[config.mk]
export PLATFORM = sky130hd
export DESIGN_NAME = pcb_branch_unit
export DESIGN_NICKNAME = d
export VERILOG_FILES = /design/src/rtl/pcb_pkg.sv /design/src/rtl/pcb_ctl.sv /design/src/rtl/pcb_targets.sv /design/src/rtl/pcb_pc_reg.sv /design/src/rtl/pcb_branch_unit.sv
export SDC_FILE = /design/constraint.sdc
export NUM_CORES = 1
export LEC_CHECK = 0
export BUFFER_PORTS_ARGS = -buffer_cell sky130_fd_sc_hd__buf_2
export CAP_MARGIN = 20
export CORE_AREA = 2 2 77 79
export CTS_BUF_LIST = sky130_fd_sc_hd__clkbuf_2
export CTS_CLUSTER_DIAMETER = 100
export CTS_CLUSTER_SIZE = 30
export DETAILED_ROUTE_END_ITERATION = 8
export DIE_AREA = 0 0 79 81
export PLACE_DENSITY = 0.64
export SYNTH_ARGS = -nofsm -noshare
export SYNTH_HDL_FRONTEND = slang
export SYNTH_SLANG_ARGS = --single-unit
[constraint.sdc]
create_clock -name clk -period 2 [get_ports clk]
set_input_delay 0.2 -clock clk [delete_from_list [all_inputs] [get_ports clk]]
set_output_delay 0.2 -clock clk [all_outputs]
set_load 0.01 [all_outputs]
[src/rtl/pcb_pkg.sv]
package pcb_pkg;

    // Branch kind as delivered by the decoder.
    typedef enum logic [1:0] {
        BR_STEP   = 2'd0,
        BR_REL    = 2'd1,
        BR_REL_IF = 2'd2,
        BR_ABS    = 2'd3
    } br_kind_e;

    // Source of the next counter value after resolving the condition.
    typedef enum logic [1:0] {
        SRC_SEQ = 2'd0,
        SRC_REL = 2'd1,
        SRC_ABS = 2'd2
    } pc_src_e;

    typedef struct packed {
        pc_src_e src;
        logic    load;
    } pc_ctl_t;

    // Turns the branch kind and the flag into a source choice.
    function automatic pc_src_e resolve_src(br_kind_e kind, logic flag);
        pc_src_e s;
        case (kind)
            BR_REL:    s = SRC_REL;
            BR_REL_IF: s = flag ? SRC_REL : SRC_SEQ;
            BR_ABS:    s = SRC_ABS;
            default:   s = SRC_SEQ;
        endcase
        return s;
    endfunction

endpackage

[src/rtl/pcb_ctl.sv]
module pcb_ctl
    import pcb_pkg::*;
(
    input  logic     step_i,
    input  br_kind_e kind_i,
    input  logic     flag_i,
    output pc_ctl_t  ctl_o
);
    always_comb begin
        ctl_o.load = step_i;
        ctl_o.src  = resolve_src(kind_i, flag_i);
    end
endmodule

[src/rtl/pcb_targets.sv]
module pcb_targets #(
    parameter int AW         = 16,
    parameter int OW         = 12,
    parameter int STEP_BYTES = 2,
    parameter bit ALIGN_ABS  = 1'b1
) (
    input  logic [AW-1:0] pc_i,
    input  logic [OW-1:0] ofs_i,
    input  logic [AW-1:0] reg_i,
    output logic [AW-1:0] seq_o,
    output logic [AW-1:0] rel_o,
    output logic [AW-1:0] abs_o
);
    localparam int EXT_W = AW - OW;

    logic [AW-1:0] ofs_ext;

    assign ofs_ext = {{EXT_W{ofs_i[OW-1]}}, ofs_i};
    assign seq_o   = pc_i + AW'(STEP_BYTES);
    assign rel_o   = pc_i + ofs_ext;

    generate
        if (ALIGN_ABS) begin : g_align
            assign abs_o = {reg_i[AW-1:1], 1'b0};
        end else begin : g_raw
            assign abs_o = reg_i;
        end
    endgenerate
endmodule

[src/rtl/pcb_pc_reg.sv]
module pcb_pc_reg
    import pcb_pkg::*;
#(
    parameter int          AW       = 16,
    parameter int          LINK_ADD = 4,
    parameter logic [15:0] RESET_PC = 16'h0000
) (
    input  logic          clk,
    input  logic          rst,
    input  pc_ctl_t       ctl_i,
    input  logic [AW-1:0] seq_i,
    input  logic [AW-1:0] rel_i,
    input  logic [AW-1:0] abs_i,
    output logic [AW-1:0] pc_o,
    output logic [AW-1:0] link_o
);
    logic [AW-1:0] pc_q;
    logic [AW-1:0] nxt;

    always_comb begin
        case (ctl_i.src)
            SRC_REL: nxt = rel_i;
            SRC_ABS: nxt = abs_i;
            default: nxt = seq_i;
        endcase
    end

    always_ff @(posedge clk) begin
        if (rst)
            pc_q <= AW'(RESET_PC);
        else if (ctl_i.load)
            pc_q <= nxt;
    end

    assign pc_o   = pc_q;
    assign link_o = pc_q + AW'(LINK_ADD);

    AST_HOLD_NO_STEP: assert property (@(posedge clk) disable iff (rst)
        !ctl_i.load |=> $stable(pc_q));
    AST_LINK_HOLD: assert property (@(posedge clk) disable iff (rst)
        !ctl_i.load |=> $stable(link_o));
endmodule

[src/rtl/pcb_branch_unit.sv]
module pcb_branch_unit
    import pcb_pkg::*;
#(
    parameter int AW         = 16,
    parameter int OW         = 12,
    parameter int STEP_BYTES = 2,
    parameter int LINK_ADD   = 4,
    parameter bit ALIGN_ABS  = 1'b1
) (
    input  logic          clk,
    input  logic          rst,
    input  logic          step_i,
    input  logic [1:0]    kind_i,
    input  logic [OW-1:0] ofs_i,
    input  logic [AW-1:0] reg_i,
    input  logic          flag_i,
    output logic [AW-1:0] pc_o,
    output logic [AW-1:0] link_o
);
    br_kind_e      kind;
    pc_ctl_t       ctl;
    logic [AW-1:0] seq_a, rel_a, abs_a;

    assign kind = br_kind_e'(kind_i);

    pcb_ctl u_ctl (
        .step_i (step_i),
        .kind_i (kind),
        .flag_i (flag_i),
        .ctl_o  (ctl)
    );

    pcb_targets #(
        .AW(AW), .OW(OW), .STEP_BYTES(STEP_BYTES), .ALIGN_ABS(ALIGN_ABS)
    ) u_tgt (
        .pc_i  (pc_o),
        .ofs_i (ofs_i),
        .reg_i (reg_i),
        .seq_o (seq_a),
        .rel_o (rel_a),
        .abs_o (abs_a)
    );

    pcb_pc_reg #(
        .AW(AW), .LINK_ADD(LINK_ADD)
    ) u_reg (
        .clk    (clk),
        .rst    (rst),
        .ctl_i  (ctl),
        .seq_i  (seq_a),
        .rel_i  (rel_a),
        .abs_i  (abs_a),
        .pc_o   (pc_o),
        .link_o (link_o)
    );

    AST_SEQ_ADVANCE: assert property (@(posedge clk) disable iff (rst)
        (step_i && kind == BR_STEP) |=> pc_o == $past(pc_o) + AW'(STEP_BYTES));
    AST_COND_NOT_TAKEN: assert property (@(posedge clk) disable iff (rst)
        (step_i && kind == BR_REL_IF && !flag_i) |=> pc_o == $past(pc_o) + AW'(STEP_BYTES));
    AST_ABS_TARGET: assert property (@(posedge clk) disable iff (rst)
        (step_i && kind == BR_ABS) |=> pc_o == ($past(reg_i) & ~AW'(ALIGN_ABS)));
    AST_COND_TAKEN: assert property (@(posedge clk) disable iff (rst)
        (step_i && kind == BR_REL_IF && flag_i) |=>
        pc_o == $past(pc_o) + {{(AW-OW){$past(ofs_i[OW-1])}}, $past(ofs_i)});
endmodule

==> results.toml <==
[status]
outcome = "finished, violations left"
violations = "setup timing"

[timing]
timing.fmax_mhz = 475
setup_violations = 8
layout_min_cycle_time_ns = 2.10
slew_viol_final = 0
tightest_slew_ns = 0.402
relSlewSlack = 0.732
finalHoldViolations = 0
skew_ns = 0.0110
rsz0062_at_grt = "yes"
fin_ws_ns = -0.104
fin_crit_sh = 1.05

[cts]
cts-buffers-inserted = 3
clk_latency_ns = 0.33
cts.sink_count = 16
root_buffer = "clkbuf_2"
tritoncts = "done"
clkTransAtPathRegs_ns = 0.19
cts_buffer_depth = 2
htree_levels = 1

[logic_synthesis]
syn_area_per_cell_sq_um = 7.42
synth_area_sq_um = 2140
synthesis.nets = 342
synthFlopType = "dfxtp_1"
ys_types = 57
async_flop_share = 0
seq_area_frac_synth = 0.150
synth_edf_count = 0
ys_seq_elements = 16
synthCells = 288
yosysWarnings = 0

[floorplan]
die_x_um = 79
std_cell_rows = 28
dieHeight_um = 81
fp.dieArea_sq_um = 6400
start_util = 0.376
boundaryPins = 66
coreArea_sq_um = 5680

[placed_design]
dp.cells = 463
dpl_cell_area_sq_um = 2850
dpl.hpwl_um = 5640
gp_congestion = 0.899
preCtsSetupSlack_ns = -0.168
place.port_buffers = 64

[finish]
layoutNonFillerInstCount = 482
mostFrequentLayoutCell = "buf_2"
layout_common_cells = "buf_2 (64), buf_4 (62), nand2_1 (31), a21oi_1 (20), nor2_1 (20)"
syn2layout_area_growth_pct = 50.7
fill_cells = 573
layout-drive-gt1-share = 0.469
final_cell_area_sq_um = 3220
diodes = 0
seq_area_sq_um = 337
fin_util = 0.567
final_nets = 462
largest_register_ffs = 16
multiInputGateArea_sq_um = 1830

[setup_path]
critPathLaunch = "u_reg.pc_o[0]"
cp-start-kind = "flop"
crit_arrival_ns = 2.33
crit_type = "reg2reg"
r2r-start = "u_reg.pc_o[0]"
endpoint_kind = "flop"
cp.required_ns = 2.22
path_max_fanout = 2

[power_and_ir_drop]
vdd_drop_max_mv = 0.162
power_leakage_nw = 1.55
power.density_nw_per_um2 = 403

[global_route]
overflow = 0
track_usage = 0.226
grt_pass1_vias = 2327
antenna_found_initial = 0
grt_pass1_wl_um = 11400
grt_max_degree = 20

[job]
cap_violations = 0

[drt]
wirelength_um = 7570
via_count = 2586
detail_route.first_pass.iterations = 5
ant_nets = 0
viasPerCell = 5.37
route.detailed.drc = 0
dr.first_iter.drc_count = 302
detail_route.wl_per_cell_um = 15.7

[hold_path]
worstHoldStart = "reg_i[14]"
hold_class = "in2reg"
[final cells by class]
class / instances / area share
sequential: 16 / 0.105
clock buffer: 3 / 0.00467
clock inverter: 1 / 0.00117
timing repair buffer: 135 / 0.277
multi-input combinational: 239 / 0.568
inverter: 13 / 0.0159
tap: 75 / 0.0292
[synth_stat cells, types with 3 or more instances]
master | count | area, sq um
o21ai_0 | 17 | 85.1
nor2_1 | 24 | 90.1
ha_1 | 19 | 238
a21oi_1 | 22 | 110
clkbuf_1 | 7 | 26.3
inv_1 | 12 | 45.0
nor2b_1 | 3 | 18.8
a22oi_1 | 4 | 30.0
a211oi_1 | 4 | 30.0
nor3_1 | 9 | 45.0
clkbuf_8 | 4 | 55.1
buf_6 | 5 | 56.3
xnor2_1 | 14 | 123
xor2_1 | 12 | 105
dfxtp_1 | 16 | 320
nand2_1 | 33 | 124
nand4_1 | 8 | 50.1
nand3_1 | 12 | 60.1
a221oi_1 | 8 | 70.1
a21o_1 | 6 | 45.0
[path summary, 6_finish.rpt]
kind	end	slack, ns	cells after the start
worst max-delay path	u_reg.pc_o[6]	-0.10	10
worst min-delay path	u_reg.pc_o[14]	0.17	3
worst max register to register	u_reg.pc_o[6]	-0.10	10
worst min register to register	u_reg.pc_o[7]	0.61	2
[metal layers]
metal	track usage	wire length [um]	vias to the layer above	share of wire
met5	0	0	-	0
met4	0.0414	116	0	0.015
met3	0.0144	385	10	0.051
met2	0.381	3600	77	0.48
met1	0.322	3460	1205	0.46
li1	-	-	1294	-
[through the flow]
stage	hold slack [ns]	total power (W)	setup TNS, ns
2_1_floorplan	0.282	0.000766	-0.0875
3_3_place_gp	0.500	0.00102	-0.780
3_5_place_dp	0.517	0.00103	-1.01
4_1_cts	0.167	0.00124	-0.555
5_1_grt	0.171	0.00138	-1.69
6_report	0.174	0.00130	-0.416
[cells by family (layout without fill, tap and decap cells)]
family	after synthesis	in the layout	share of synthesized area
compound gates	88	88	0.281
mux	2	2	0.0105
flops	16	16	0.150
fa+ha+maj	20	20	0.121
buf+inv	33	152	0.0990
simple gates	103	103	0.232
xor+xnor	26	26	0.107
[power by group]
group	internal, W	switching [W]
clock network	0.0000435	0.000127
registers	0.000343	0.0000236
logic	0.000364	0.000394
[timing repair]
action / in CTS / in global routing
endpoints found under the setup margin: 15 / 15
resized for setup: 24 / 31
setup buffers: 5 / 11
pin swaps: 21 / 21
hold buffers: 0 / 0
[critical path, stage by stage (launching register included)]
cell	delay, ns
dfxtp_4	0.39
ha_4	0.16
inv_2	0.05
fa_2	0.20
nor2b_2	0.05
o2111a_1	0.26
a211o_1	0.28
xor2_1	0.15
a221o_1	0.30
a22oi_2	0.12
nor2_1	0.05
(Power assumes the default switching activity.)
